### config.mk
export PLATFORM = sky130hd
export DESIGN_NAME = lslice_top
export DESIGN_NICKNAME = d
export VERILOG_FILES = /design/src/rtl/lslice_pkg.sv /design/src/rtl/lslice_cfg_chain.sv /design/src/rtl/lslice_lut_elem.sv /design/src/rtl/lslice_cla.sv /design/src/rtl/lslice_top.sv
export SDC_FILE = /design/constraint.sdc
export NUM_CORES = 1
export LEC_CHECK = 0
export BUFFER_PORTS_ARGS = -buffer_cell sky130_fd_sc_hd__clkbuf_2
export CAP_MARGIN = 20
export CORE_MARGIN = 4
export CORE_UTILIZATION = 45
export CTS_BUF_LIST = sky130_fd_sc_hd__clkbuf_16
export CTS_CLUSTER_DIAMETER = 50
export CTS_CLUSTER_SIZE = 12
export DETAILED_ROUTE_END_ITERATION = 8
export MAX_ROUTING_LAYER = met4
export PLACE_DENSITY_LB_ADDON = 0.3
export SLEW_MARGIN = 15
export SYNTH_ARGS = -nofsm -noshare
export SYNTH_HDL_FRONTEND = slang
export SYNTH_HIERARCHICAL = 1
export SYNTH_SLANG_ARGS = --single-unit
export TNS_END_PERCENT = 100
### constraint.sdc
create_clock -name clk -period 14.7 [get_ports clk]
set_input_delay 4.41 -clock clk [delete_from_list [all_inputs] [get_ports clk]]
set_output_delay 4.41 -clock clk [all_outputs]
set_load 0.01 [all_outputs]
### src/rtl/lslice_pkg.sv
// Package: shared sizes and the carry-in source encoding for the logic slice.
// Assumes the configuration image keeps the carry-in select in its two lowest bits.
package lslice_pkg;
    localparam int CSEL_W = 2;

    typedef enum logic [CSEL_W-1:0] {
        CIN_ZERO     = 2'b00,
        CIN_ONE      = 2'b01,
        CIN_PREV     = 2'b10,
        CIN_PREV_ALT = 2'b11
    } cin_src_e;
endpackage

### src/rtl/lslice_cfg_chain.sv
// Configuration shift register for the slice. Bit 0 is the oldest bit. The
// carry-in select sits at the bottom, and the element tables follow in order.
// Assumes cfg_en is held for exactly CHAIN_W cycles per full load.
module lslice_cfg_chain
    import lslice_pkg::*;
#(
    parameter int N_ELEM = 8,
    parameter int MASK_W = 64
) (
    input  logic                       clk,
    input  logic                       rst_n,
    input  logic                       cfg_en,
    input  logic                       cfg_din,
    output logic [N_ELEM*MASK_W-1:0]   masks,
    output cin_src_e                   cin_src
);
    localparam int CHAIN_W = N_ELEM * MASK_W + CSEL_W;

    logic [CHAIN_W-1:0] chain_q;

    // Shift one bit toward bit 0 per enabled cycle; clear on reset.
    always_ff @(posedge clk) begin
        if (!rst_n) begin
            chain_q <= '0;
        end else if (cfg_en) begin
            chain_q <= {cfg_din, chain_q[CHAIN_W-1:1]};
        end
    end

    assign masks   = chain_q[CHAIN_W-1:CSEL_W];
    assign cin_src = cin_src_e'(chain_q[CSEL_W-1:0]);

    // the serial bit lands at the top of the chain.
    a_r2_shift_in: assert property (@(posedge clk) disable iff (!rst_n)
        cfg_en |=> chain_q[CHAIN_W-1] == $past(cfg_din));

    // no enable, no movement.
    a_r2_chain_still: assert property (@(posedge clk) disable iff (!rst_n)
        !cfg_en |=> $stable(chain_q));
endmodule

### src/rtl/lslice_lut_elem.sv
// Fracturable K-input lookup table: two (K-1)-input halves share the low
// inputs, and the top input selects between them for the full function.
// The low half is the propagate term and the high half is the generate term.
// Assumes table bit n answers input value n.
module lslice_lut_elem #(
    parameter int K = 6
) (
    input  logic [K-1:0]      sel,
    input  logic [2**K-1:0]   mask,
    output logic              full_o,
    output logic              prop_o,
    output logic              gen_o
);
    localparam int HALF = 2 ** (K - 1);

    logic [HALF-1:0] lo_half;
    logic [HALF-1:0] hi_half;
    logic            lo_out;
    logic            hi_out;

    assign lo_half = mask[HALF-1:0];
    assign hi_half = mask[2*HALF-1:HALF];

    // Look up both halves from the shared low inputs.
    always_comb begin
        lo_out = lo_half[sel[K-2:0]];
        hi_out = hi_half[sel[K-2:0]];
    end

    assign full_o = sel[K-1] ? hi_out : lo_out;
    assign prop_o = lo_out;
    assign gen_o  = hi_out;
endmodule

### src/rtl/lslice_cla.sv
// Hard lookahead carry unit for one segment. Every carry is formed directly
// from the generate/propagate terms and the carry-in, with no bit waiting on
// the carry below it. Assumes c[0] is the segment carry-in.
module lslice_cla #(
    parameter int W = 8
) (
    input  logic          clk,
    input  logic          rst_n,
    input  logic [W-1:0]  p,
    input  logic [W-1:0]  g,
    input  logic          cin,
    output logic [W:0]    c
);
    // Flat sum-of-products carries: c[i] = OR over j of g[j]*p[j+1..i-1], plus p[0..i-1]*cin.
    always_comb begin
        logic acc;
        logic run;
        c[0] = cin;
        for (int i = 1; i <= W; i++) begin
            acc = 1'b0;
            run = 1'b1;
            for (int j = i - 1; j >= 0; j--) begin
                acc = acc | (run & g[j]);
                run = run & p[j];
            end
            c[i] = acc | (run & cin);
        end
    end

    // the parallel form agrees with the bit-serial recurrence at every bit.
    for (genvar i = 0; i < W; i++) begin : g_chk
        a_r5_carry_recur: assert property (@(posedge clk) disable iff (!rst_n)
            c[i+1] == (g[i] | (p[i] & c[i])));
    end
endmodule

### src/rtl/lslice_top.sv
// Eight-element logic slice. Each element is a fracturable table. In
// arithmetic mode the hard lookahead unit carries across the segment, and each
// element gives one sum bit. Outputs are registered and hold while
// configuration shifts. Assumes cin_prev comes from the cout_chain of the
// segment below.
module lslice_top
    import lslice_pkg::*;
#(
    parameter int N_ELEM = 8,
    parameter int K      = 6
) (
    input  logic                 clk,
    input  logic                 rst_n,
    input  logic                 cfg_en,
    input  logic                 cfg_din,
    input  logic                 arith_en,
    input  logic [N_ELEM*K-1:0]  lut_in,
    input  logic                 cin_prev,
    output logic [N_ELEM-1:0]    y,
    output logic                 cout,
    output logic                 cout_chain
);
    localparam int MASK_W = 2 ** K;

    logic [N_ELEM*MASK_W-1:0] masks_w;
    cin_src_e                 cin_src_w;
    logic [N_ELEM-1:0]        full_w;
    logic [N_ELEM-1:0]        prop_w;
    logic [N_ELEM-1:0]        gen_w;
    logic [N_ELEM:0]          carry_w;
    logic                     seg_cin;
    logic [N_ELEM-1:0]        sum_w;

    lslice_cfg_chain #(
        .N_ELEM (N_ELEM),
        .MASK_W (MASK_W)
    ) u_cfg (
        .clk     (clk),
        .rst_n   (rst_n),
        .cfg_en  (cfg_en),
        .cfg_din (cfg_din),
        .masks   (masks_w),
        .cin_src (cin_src_w)
    );

    for (genvar e = 0; e < N_ELEM; e++) begin : g_elem
        lslice_lut_elem #(.K(K)) u_lut (
            .sel    (lut_in[e*K +: K]),
            .mask   (masks_w[e*MASK_W +: MASK_W]),
            .full_o (full_w[e]),
            .prop_o (prop_w[e]),
            .gen_o  (gen_w[e])
        );
    end

    // Pick the segment carry-in from the configured source.
    always_comb begin
        unique case (cin_src_w)
            CIN_ZERO:     seg_cin = 1'b0;
            CIN_ONE:      seg_cin = 1'b1;
            CIN_PREV,
            CIN_PREV_ALT: seg_cin = cin_prev;
            default:      seg_cin = 1'b0;
        endcase
    end

    lslice_cla #(.W(N_ELEM)) u_cla (
        .clk   (clk),
        .rst_n (rst_n),
        .p     (prop_w),
        .g     (gen_w),
        .cin   (seg_cin),
        .c     (carry_w)
    );

    assign sum_w      = prop_w ^ carry_w[N_ELEM-1:0];
    assign cout_chain = arith_en & carry_w[N_ELEM];

    // Capture the element outputs and carry-out unless configuration is shifting.
    always_ff @(posedge clk) begin
        if (!rst_n) begin
            y    <= '0;
            cout <= 1'b0;
        end else if (!cfg_en) begin
            y    <= arith_en ? sum_w : full_w;
            cout <= arith_en & carry_w[N_ELEM];
        end
    end

    // output registers frozen during a shift cycle.
    a_r7_hold_out: assert property (@(posedge clk) disable iff (!rst_n)
        cfg_en |=> ($stable(y) && $stable(cout)));

    // logic mode captures the full table results.
    a_r3_logic_capture: assert property (@(posedge clk) disable iff (!rst_n)
        (!cfg_en && !arith_en) |=> (y == $past(full_w) && !cout));

    // arithmetic mode captures propagate XOR carry from the lookahead unit.
    a_r5_sum_capture: assert property (@(posedge clk) disable iff (!rst_n)
        (!cfg_en && arith_en) |=> y == $past(prop_w ^ carry_w[N_ELEM-1:0]));

    // registered carry-out follows the chain carry of the previous cycle.
    a_r8_chain_reg: assert property (@(posedge clk) disable iff (!rst_n)
        !cfg_en |=> cout == $past(cout_chain));
endmodule

**Word level (Yosys, flattened, before mapping)**

Index checks and enable logic that the tools add are counted.

- Order comparisons: 8
- Equal/unequal tests: 3
- Muxes and demuxes: 42
- Bitwise gates (word level): 102
- Reduce and logical (&&, ||, !) cells: 2

Operators by type and width:

| operator | count |
|---|---|
| binary-select mux 1 bit (select 5 bit) | 16 |
| bitwise AND 1 bit | 65 |
| < comparator 5 x 6 -> 1 bit (second input constant) | 8 |
| OR 1 bit | 36 |
| 2-to-1 mux 1 bit | 24 |
| 2-to-1 mux 8 bit | 1 |
| XOR 8 bit | 1 |
| equality test 2 bit (second input constant) | 2 |
| one-hot mux 1 bit (3 select lines) | 1 |
| equality test 2 x 1 -> 1 bit (second input constant) | 1 |
| logical NOT 2 bit | 1 |
| OR reduction 2 bit | 1 |

- Register bits: 523
- Output and inout bits: 10
- Word-level logic and storage cells: 160

**Logic depth before layout (Yosys ltp)**

Gate-level depths: netlist of the first run.

- Word-level depth: 12
- Mapped depth: 13

**Hierarchy**

The synthesis of the first run kept the hierarchy.

Modules (own cells, without submodules):

| module | instances | cells each | area an instance (µm²) |
|---|---|---|---|
| lslice_cfg_chain | 1 | 1656 | 19548.7 |
| lslice_lut_elem | 8 | 75 | 618.1 |
| lslice_top | 1 | 52 | 494.2 |
| lslice_cla | 1 | 17 | 120.1 |

**Worst setup path before layout of the first run**

Ideal clock, no wire load.

- Path kind: input to output
- Start point: input port lut_in[7]
- End point: output port cout_chain
- Arrival time: 6.361 ns
- Path slack: 3.929 ns
- Stages on the path: 11
- Path buffers: 2
- Path through: buf_6 > buf_6 > mux2i_1 > a22oi_1 > and4_1 > a211o_1 > a211oi_2 > nor2_1 > a41o_1 > a31o_1 > and2_1

- Cells in the longest elaborated chain, start to end: 7
- Elaborated cells on any way between the ends: 13
- Those cells by class: 4 x mux; 9 x bitwise

RTL lines:

| what | RTL line | text |
|---|---|---|
| start, declared | lslice_top.sv:17 | `input logic [N_ELEM*K-1:0] lut_in,` |
| binary-select mux 1 bit (select 5 bit) | lslice_lut_elem.sv:27 | `hi_out = hi_half[sel[K-2:0]];` |
| 2-to-1 mux 1 bit (implied by the code) | lslice_lut_elem.sv:27 |  |
| via gen_w[1] | lslice_top.sv:29 | `logic [N_ELEM-1:0] gen_w;` |
| bitwise AND 1 bit | lslice_cla.sv:23 | `acc = acc \| (run & g[j]);` |
| OR 1 bit (2 in series) | lslice_cla.sv:23 |  |
| OR 1 bit | lslice_cla.sv:26 | `c[i] = acc \| (run & cin);` |
| via carry_w[8] | lslice_top.sv:30 | `logic [N_ELEM:0] carry_w;` |
| bitwise AND 1 bit | lslice_top.sv:77 | `assign cout_chain = arith_en & carry_w[N_ELEM];` |
| end, declared | lslice_top.sv:21 | `output logic cout_chain` |

The timed path passes the listed nets, and every way through them passes these cells. The select of a mux whose other input is x is not followed.

**Worst setup path after layout of the first run**

Same ends and word-level chain as after synthesis.

==> results of run 1 <==
## cell type report
cell class	instances	area, um2
clock buffer	61	1530
clock inverter	43	497
fill	4953	28000
multi-input combinational	1627	13300
sequential	523	10500
tap	748	936
timing repair buffer	77	505
## cells by family after synthesis
logic type	share of synthesized area, %
compound gates	5.80
xor+xnor	0.279
buf+inv	5.41
flops	41.7
mux	31.1
simple gates	15.7
## placed cells by master (no fill, tap or decap), drive strengths merged
cell / netlist / layout
nand3b: 2 / 2
nand4bb: 1 / 1
nand2b: 16 / 16
a21oi: 34 / 34
nand3: 8 / 8
nor2b: 530 / 530
a211oi: 1 / 1
buf: 123 / 16
o221ai: 7 / 7
a41o: 1 / 1
o211ai: 1 / 1
or2: 9 / 9
a21o: 6 / 6
a21boi: 1 / 1
a22o: 16 / 16
a22oi: 96 / 96
o22ai: 16 / 16
clkbuf: 52 / 122
dfxtp: 523 / 523
nor2: 9 / 9
o21bai: 1 / 1
a31o: 1 / 1
inv: 0 / 16
xnor2: 8 / 8
mux2: 9 / 9
mux2i: 770 / 770
bufinv: 0 / 8
nand2: 41 / 41
o21ai: 2 / 2
clkinvlp: 0 / 7
a211o: 16 / 16
and4: 16 / 16
clkinv: 0 / 12
and2: 9 / 9
## final timing paths
| kind | endpoint | slack [ps] | from |
|---|---|---|---|
| hold / removal | y[3] | 500 | y[3] |
| setup / recovery | cout_chain | 2830 | lut_in[7] |
| setup reg to reg | y[5] | 12150 | u_cfg/chain_q[129] |
| hold reg to reg | y[3] | 500 | y[3] |
## state kept, by name, indices dropped and copies added, names as in the netlist
name           cells
u_cfg/chain_q    514
cout               1
y                  8
## metal layers
layer  up-vias  part of all wire [%]
met5         -                     0
met4         0                   2.0
met3        73                   3.4
met2       173                    47
met1      7556                    48
li1       8068                     -
## stage by stage
| stage | hold WS (ps) | cells | total power, mW |
|---|---|---|---|
| 6_report | 495 | 3079 | 3.17 |
| 2_1_floorplan | 478 | 2325 | 1.66 |
| 3_3_place_gp | 463 | 2972 | 1.69 |
| 3_5_place_dp | 487 | 2972 | 1.69 |
| 5_1_grt | 506 | 3079 | 3.29 |
| 4_1_cts | 490 | 3076 | 3.21 |
## power by group
part           switching (mW)  internal, mW  leakage, nW  total, mW
combinational           0.129         0.110         5.97      0.239
clock                   0.608         0.898        0.999       1.51
sequential            0.00222          1.42         4.21       1.42
total                   0.739          2.43         11.2       3.17
## critical path: stages
cell	delay (ps)
clkbuf_2	770
mux2i_1	280
a22oi_1	120
and4_1	240
a211o_1	340
a211oi_2	260
nor2_1	160
a41o_1	310
a31o_1	260
and2_1	160
clkbuf_2	120
==> summary.txt, run 1 <==
Cells and area
  – Final core occ: 49.3%
  – Share of cells above drive strength 1: 8.45%
  – # diodes: 0
  – Area Growth Syn to Fin: 8.39%
  – Post-route design area: 27200 um2
  – Nets@finish: 2344

Synth
  – Cell taking the most area after synthesis: dfxtp_1
  – Syn Nets: 2379
  – Synth Instances: 2325
  – Syn_area_per_cell: 10.8 um2
  – Synth area leaders: dfxtp_1 (42%), mux2i_1 (31%), nor2b_1 (13%)
  – Top post-synthesis cells by count: mux2i_1 (770), nor2b_1 (530), dfxtp_1 (523)
  – Post-synth cell types: 39
  – Ys async rst share: 0%
  – Sequential fraction of the synthesis area: 41.7%
  – Flops & latches, synth: 523
  – Yosys top cell area share: 41.7%
  – Post-Synthesis Cell Area: 25100 um2
  – Warnings from Yosys: 6
  – Synth Flop Type: dfxtp_1
  – Top-count cell post-synth: mux2i_1
  – Post-synth EDFFs: 0

Place
  – Detailed placement HPWL: 29600 um
  – Post-placement cell area: 25100 um2
  – RePlAce Congestion: 0.782
  – Buffers on Ports: 63
  – Pre-CTS setup slack: 2800 ps

Drt
  – Detailed Route WL: 48000 um
  – WL/cell: 15.6 um
  – Detail Route Antenna Nets: 0
  – Vias: 15900
  – DRC viols: 0
  – Vias per Instance: 5.15
  – Drt first pass iters: 5
  – Starting DRC count in detailed routing: 821

Clocking
  – Clock tree buffer depth: 3
  – CTS Hold Bufs: 0
  – CTS tree: done
  – Post_cts resized: 0
  – CTS Sinks: 523
  – Worst skew pair latency: 650 ps
  – H-tree depth: 2
  – # Post-CTS Setup Buffers: 0
  – TritonCTS Buffers: 61
  – Root Buffer: clkbuf_16
  – CTS clock-pin slew for the worst setup and hold paths: 60 ps

Global routing
  – Number of global-route vias before repair: 15900
  – Routing usage on met3: 3.20%
  – Initial antenna violation count: 0
  – Largest net degree at the start of global routing: 154
  – GRT busiest layer: met2
  – Met1 usage: 20.8%
  – Gr ovfl total: 0
  – Global-route wire length before repair: 80300 um
  – GRT Total Usage: 16.2%
  – M2 GR Usage: 26.0%

Worst hold path
  – HP Class: register to register
  – WHS Path Cells: 2

Power and ir drop
  – Cell Pwr Density: 116 nW/um2
  – Leakage: 11.2 nW
  – Worst IR drop on VDD: 0.0851 mV

Flow run
  – Max-Cap Viols: 0

Floorplan
  – Die Area: 59600 um2
  – Core area: 55200 um2
  – Die Ht: 244 um
  – Initial core utilization: 45.5%
  – Die width: 244 um
  – # rows: 86
  – I/O pin total: 64

Worst setup path
  – Worst EP required: 10290 ps
  – Max FO, Critical Path: 32
  – Crit path DAT: 7460 ps
  – CP startpoint kind: input port
  – CP Capture Type: output pin
  – Reg2Reg Depth: 10
  – Setup Crit Path Kind: input port to output pin

STA
  – Worst Clk Skew: 54.5 ps
  – Setup TNS Final: 0 ps
  – Fin. Hold Viols: 0
  – Final setup violating endpoints: 0
  – Relative slew margins: 23.8%
  – Fin crit share: 80.7%
  – Slew @ Worst Pin: 1140 ps
  – Fin crit period: 11870 ps
  – RSZ-0062 raised after global routing: false
  – Pins Over Slew Limit: 0
  – Setup ws final: 2830 ps
  – Achievable clock frequency: 0.0843 GHz

Outcome
  – Status: finished, final reports clean
Note: power is estimated with default switching activity, not from simulation.
==> inputs of run 2 (changes only) <==
clock period = 11.2 ns   (was 14.7 ns; I/O delays follow)
==> summary.txt, run 2 (synthesized netlist as in run 1, its figures left out) <==
STA
  – Relative slew margins: 24.5% (was 23.8%)
  – Final setup violating endpoints: 0 (unchanged)
  – Worst Clk Skew: 20.4 ps (was 54.5 ps)
  – Hold WS: 480 ps (was 495 ps)
  – Fin crit share: 87.0%
  – Achievable clock frequency: 0.103 GHz
  – Slew @ Worst Pin: 1130 ps (was 1140 ps)
  – Setup TNS Final: 0 ps (unchanged)
  – Fin crit period: 9740 ps
  – Pins Over Slew Limit: 0 (unchanged)
  – Fin. Hold Viols: 0 (unchanged)
  – Setup ws final: 1460 ps (was 2830 ps)
  – RSZ-0062 raised after global routing: false (unchanged)

Worst setup path
  – Slowest stage delay, CP: 800 ps (was 770 ps)
  – CP bufs+invs: 2 (unchanged)
  – Worst-path cell chain: clkbuf_2, mux2i_1, a22oi_1, and4_1, a211o_1, a211oi_2, nor2_1, a41o_1, a31o_1, and2_1, clkbuf_2 (unchanged)
  – Worst EP required: 7840 ps (was 10290 ps)
  – Crit path DAT: 6380 ps (was 7460 ps)
  – Max FO, Critical Path: 32 (unchanged)
  – Most used cell, CP: clkbuf_2 (unchanged)
  – CP Capture Type: output pin (unchanged)
  – CP startpoint kind: input port (unchanged)
  – Slowest CP cell: clkbuf_2 (unchanged)
  – Top delay family on crit path: compound AO/OA/AOI/OAI gates (unchanged)
  – Setup Crit Path Kind: input port to output pin (unchanged)

Clocking
  – CTS tree: done (unchanged)
  – Worst skew pair latency: 590 ps (was 650 ps)
  – CTS Hold Bufs: 0 (unchanged)
  – H-tree depth: 3 (was 2)
  – # Post-CTS Setup Buffers: 0 (unchanged)
  – Clock tree buffer depth: 3 (unchanged)
  – TritonCTS Buffers: 67 (was 61)
  – CTS Sinks: 523 (unchanged)
  – Post_cts resized: 0 (unchanged)
  – Root Buffer: clkbuf_16 (unchanged)
  – CTS clock-pin slew for the worst setup and hold paths: 50 ps (was 60 ps)

Power and ir drop
  – Leakage: 11.2 nW (about the same)
  – Comb pwr share: 7.3% (was 7.5%)
  – P_int: 3.25 mW (was 2.43 mW)
  – Sw frac: 23.6% (was 23.3%)
  – Seq pwr share: 43.9% (was 44.9%)
  – Switching pwr: 1.00 mW (was 0.739 mW)
  – Clock power share: 48.8% (was 47.5%)
  – PnR Total Power: 4.26 mW (was 3.17 mW)
  – Worst IR drop on VDD: 0.111 mV (was 0.0851 mV)
  – Cell Pwr Density: 156 nW/um2 (was 116 nW/um2)

Cells and area
  – Largest register by flop count: u_cfg/chain_q (unchanged)
  – Leading registers by flop count: u_cfg/chain_q: 514 flops, y: 8 flops, cout: 1 flops (unchanged)
  – Nets@finish: 2350 (was 2344)
  – Area Growth Syn to Fin: 8.73% (was 8.39%)
  – # diodes: 0 (unchanged)
  – Largest register FFs: 514 (unchanged)
  – Filler cell count: 4914 (was 4953)
  – Share of cells above drive strength 1: 8.90% (was 8.45%)
  – Final std cells w/o fill: 3086 (was 3079)
  – Leading cell types in the layout, fill and taps excluded: mux2i_1 (770), nor2b_1 (530), dfxtp_1 (523) (unchanged)
  – Commonest non-fill, non-tap cell in the layout: mux2i_1 (unchanged)

Global routing
  – Initial antenna violation count: 0 (unchanged)
  – Global-route wire length before repair: 81000 um (was 80300 um)
  – Number of global-route vias before repair: 15900 (about the same)
  – GRT Total Usage: 16.4% (was 16.2%)
  – Gr ovfl total: 0 (unchanged)
  – Largest net degree at the start of global routing: 154 (unchanged)

Place
  – Detailed placement HPWL: 29800 um (was 29600 um)
  – RePlAce Congestion: 0.785 (was 0.782)
  – Dpl cells: 2974 (was 2972)
  – Pre-CTS setup slack: 1460 ps (was 2800 ps)
  – Buffers on Ports: 63 (unchanged)

Drt
  – Vias per Instance: 5.15 (about the same)
  – Detailed Route WL: 48200 um (was 48000 um)
  – Vias: 15900 (about the same)
  – Drt first pass iters: 5 (unchanged)
  – WL/cell: 15.6 um (about the same)
  – DRC viols: 0 (unchanged)
  – Detail Route Antenna Nets: 0 (unchanged)
  – Starting DRC count in detailed routing: 780 (was 821)

Flow run
  – Max-Cap Viols: 0 (unchanged)

Floorplan
  – Die Ht: 244 um (unchanged)
  – Die Area: 59600 um2 (unchanged)
  – # rows: 86 (unchanged)
  – Die width: 244 um (unchanged)
  – Initial core utilization: 45.5% (unchanged)
  – Core area: 55200 um2 (unchanged)
  – I/O pin total: 64 (unchanged)

Outcome
  – Status: finished, final reports clean (unchanged)

Worst hold path
  – HP Class: register to register (unchanged)
[run 2: cell count changes in the layout (fill, tap and decap cells not counted), sizes merged]
cell and delta:
clkinv +6, bufinv -3, inv -1, clkbuf +8
clkinvlp -3
[run 2: metrics by stage]
stage                     area, um2  utilization [%]
after floorplan               25100                -
after global placement        25100             45.5
after detailed placement      25100             45.5
after CTS                     27300             49.4
after global routing          27300             49.5
final                         27300             49.5
[run 2: worst paths after layout]
kind                           from          to  slack, ps  cells past startpoint
setup / recovery          lut_in[7]  cout_chain       1460                     11
setup reg to reg  u_cfg/chain_q[33]        y[5]       8650                     10
hold reg to reg                cout        cout        480                      2
hold / removal                 cout        cout        480                      2
[run 2: layout make-up]
class,count,area (um2),share of cell area (%)
sequential,523,10500,38.4
clock inverter,42,414,1.52
tap,748,936,3.43
multi-input combinational,1627,13300,48.6
timing repair buffer,77,473,1.73
clock buffer,69,1730,6.32
[run 2: worst reg2reg max path: stages (launching register included)]
cell	delay [ps]
dfxtp_1	320
mux2i_1	150
a22oi_1	110
and4_1	240
a211o_1	340
a211oi_2	240
o21bai_1	200
a21o_1	270
a21o_1	200
xnor2_1	230
o221ai_2	130
[run 2: layer usage]
metal,global-route usage [%],vias up,routed length [um]
met4,5.11,0,999
li1,-,8079,-
met2,25.9,177,22400
met3,3.06,84,1450
met1,21.4,7545,23400
met5,-,-,0
[run 2: power by group through the flow]
stage / sequential (mW) / combinational [mW] / clock (mW)
finish: 1.87 / 0.313 / 2.08
global route: 1.87 / 0.334 / 2.22
CTS: 1.87 / 0.313 / 2.14
detailed placement: 1.91 / 0.313 / 0
global placement: 1.91 / 0.309 / 0
floorplan: 1.91 / 0.267 / 0
==> inputs of run 3 (changes only) <==
CELL_PAD_IN_SITES_DETAIL_PLACEMENT = 1   (was unset)
CELL_PAD_IN_SITES_GLOBAL_PLACEMENT = 1   (was unset)
CORE_UTILIZATION = 40   (was 45)
HOLD_SLACK_MARGIN = 0.08   (was unset)
==> summary.txt, run 3 (synthesized netlist as in run 1, its figures left out) <==
Cells and area
  – Final core occ: 44.7% (was 49.5%)
  – Largest register FFs: 514 (unchanged)
  – Area Growth Syn to Fin: 10.3% (was 8.73%)
  – Filler cell count: 6731 (was 4914)
  – Largest register by flop count: u_cfg/chain_q (unchanged)
  – Commonest non-fill, non-tap cell in the layout: mux2i_1 (unchanged)
  – Register area: 10500 um2 (unchanged)
  – Final std cells w/o fill: 3184 (was 3086)
  – Share of cells above drive strength 1: 8.95% (was 8.90%)
  – Multi-input logic area: 13300 um2 (unchanged)
  – Post-route design area: 27700 um2 (was 27300 um2)
  – Leading cell types in the layout, fill and taps excluded: mux2i_1 (770), nor2b_1 (530), dfxtp_1 (523) (unchanged)
  – Leading registers by flop count: u_cfg/chain_q: 514 flops, y: 8 flops, cout: 1 flops (unchanged)
  – Nets@finish: 2349 (was 2350)

Clocking
  – Root Buffer: clkbuf_16 (unchanged)
  – CTS tree: done (unchanged)
  – Post_cts resized: 0 (unchanged)
  – CTS Sinks: 523 (unchanged)
  – H-tree depth: 3 (unchanged)
  – Clock tree buffer depth: 3 (unchanged)
  – # Post-CTS Setup Buffers: 0 (unchanged)
  – Worst skew pair latency: 600 ps (was 590 ps)
  – CTS clock-pin slew for the worst setup and hold paths: 60 ps (was 50 ps)
  – CTS Hold Bufs: 0 (unchanged)
  – TritonCTS Buffers: 70 (was 67)

Flow run
  – Max-Cap Viols: 0 (unchanged)

Floorplan
  – Core area: 61900 um2 (was 55200 um2)
  – # rows: 91 (was 86)
  – Die Area: 66800 um2 (was 59600 um2)
  – Initial core utilization: 40.5% (was 45.5%)
  – I/O pin total: 64 (unchanged)
  – Die width: 259 um (was 244 um)
  – Die Ht: 259 um (was 244 um)

Worst hold path
  – WHS Endpoint: cout (unchanged)
  – Hold_sp: cout (unchanged)
  – HP Class: register to register (unchanged)
  – WHS Path Cells: 2 (unchanged)

Drt
  – Vias: 16300 (was 15900)
  – Detailed Route WL: 54500 um (was 48200 um)
  – Top sig layer: met4 (unchanged)
  – DRC viols: 0 (unchanged)
  – DR WL met3: 1520 um (was 1450 um)
  – WL/cell: 17.1 um (was 15.6 um)
  – M1 wire length: 25900 um (was 23400 um)
  – Starting DRC count in detailed routing: 668 (was 780)
  – Vias per Instance: 5.11 (was 5.15)
  – Detail Route Antenna Nets: 0 (unchanged)
  – Drt first pass iters: 4 (was 5)
  – Wire length on met2: 25900 um (was 22400 um)

Worst setup path
  – R2r startpoint: u_cfg/chain_q[129] (was u_cfg/chain_q[33])
  – Reg2Reg Depth: 10 (unchanged)
  – Setup Crit Path Kind: input port to output pin (unchanged)
  – Most used cell, CP: clkbuf_2 (unchanged)
  – Critical R2R Capture: y[5] (unchanged)
  – Crit path DAT: 6450 ps (was 6380 ps)
  – Worst EP required: 7840 ps (about the same)
  – CP bufs+invs: 2 (unchanged)
  – Top delay family on crit path: compound AO/OA/AOI/OAI gates (unchanged)
  – FF-to-FF setup slack: 8670 ps (was 8650 ps)
  – Slowest stage delay, CP: 800 ps (about the same)
  – Max FO, Critical Path: 32 (unchanged)
  – CP Capture Type: output pin (unchanged)
  – CP startpoint kind: input port (unchanged)
  – Slowest CP cell: clkbuf_2 (unchanged)
  – Worst-path cell chain: clkbuf_2, mux2i_1, a22oi_1, and4_1, a211o_1, a211oi_2, nor2_1, a41o_1, a31o_1, and2_1, clkbuf_2 (unchanged)

Power and ir drop
  – Clock power share: 51.8% (was 48.8%)
  – Seq pwr share: 41.2% (was 43.9%)
  – Switching pwr: 1.04 mW (was 1.00 mW)
  – Cell Pwr Density: 164 nW/um2 (was 156 nW/um2)
  – Sw frac: 22.8% (was 23.6%)
  – PnR Total Power: 4.54 mW (was 4.26 mW)
  – Comb pwr share: 7.0% (was 7.3%)
  – Leakage: 11.4 nW (was 11.2 nW)
  – Worst IR drop on VDD: 0.118 mV (was 0.111 mV)
  – P_int: 3.50 mW (was 3.25 mW)

STA
  – Worst Clk Skew: 19.5 ps (was 20.4 ps)
  – RSZ-0062 raised after global routing: false (unchanged)
  – Final setup violating endpoints: 0 (unchanged)
  – Slew @ Worst Pin: 1150 ps (was 1130 ps)
  – Setup ws final: 1390 ps (was 1460 ps)
  – Pins Over Slew Limit: 0 (unchanged)
  – Achievable clock frequency: 0.102 GHz (was 0.103 GHz)
  – Fin crit period: 9810 ps (was 9740 ps)
  – Relative slew margins: 23.1% (was 24.5%)
  – Setup TNS Final: 0 ps (unchanged)
  – Hold WS: 474 ps (was 480 ps)
  – Fin crit share: 87.6% (was 87.0%)
  – Fin. Hold Viols: 0 (unchanged)

Outcome
  – Status: finished, final reports clean (unchanged)

Global routing
  – Largest net degree at the start of global routing: 214 (was 154)
  – Global-route wire length before repair: 90100 um (was 81000 um)
  – Gr ovfl total: 0 (unchanged)
  – GRT Total Usage: 16.3% (was 16.4%)
  – Initial antenna violation count: 0 (unchanged)
  – Number of global-route vias before repair: 17300 (was 15900)

Place
  – Buffers on Ports: 63 (unchanged)
  – Detailed placement HPWL: 33600 um (was 29800 um)
  – Post-placement cell area: 25200 um2 (was 25100 um2)
  – Pre-CTS setup slack: 1370 ps (was 1460 ps)
  – Dpl cells: 3059 (was 2974)
  – RePlAce Congestion: 0.754 (was 0.785)
## run 3: changes by cell type in the layout (fill, tap and decap cells not counted), moves of 3 or more
| cell | delta |
|---|---|
| bufinv_16 | +8 |
| buf_4 | -5 |
| clkbuf_16 | +4 |
| clkinv_1 | +4 |
| clkinv_4 | -4 |
| inv_6 | -4 |
| clkinvlp_4 | +3 |
## run 3: area by class of cell
cell class / count / share of cell area, %
diodes: 1 / 0.00903
clock buffers: 73 / 6.59
clock inverters: 50 / 2.27
multi-input cells: 1627 / 47.9
flip-flops and latches: 523 / 37.8
well taps: 837 / 3.78
repair buffers: 73 / 1.62
## run 3: worst min-delay path, delay by kind of cell (launching register included)
kind | cells | cell delay [ps]
AND/OR/NAND/NOR | 1 | 50
flip-flops | 1 | 310
AO/OA/AOI/OAI | 1 | 60
## run 3: worst max-delay path by stage
| stage | endpoint | start | cells past startpoint | slack [ps] |
|---|---|---|---|---|
| finish | cout_chain | lut_in[7] | 11 | 1390 |
| global route | cout_chain | lut_in[1] | 11 | 1170 |
| CTS | cout_chain | lut_in[7] | 11 | 1380 |
| detailed placement | cout_chain | lut_in[7] | 11 | 1370 |
| global placement | cout_chain | lut_in[7] | 11 | 1440 |
| floorplan | cout_chain | lut_in[7] | 11 | 2530 |
## run 3: layer usage
layer | vias up | global-route usage (%)
li1 | 8097 | -
met1 | 7934 | 20.7
met2 | 146 | 27.1
met3 | 81 | 3.07
met4 | 0 | 4.29
met5 | - | -
## run 3: power groups by stage
stage,Clock (mW),Sequential [mW],Combinational (mW)
global route,2.50,1.87,0.341
detailed placement,0,1.91,0.320
CTS,2.42,1.87,0.321
finish,2.35,1.87,0.318
global placement,0,1.91,0.316
floorplan,0,1.91,0.267
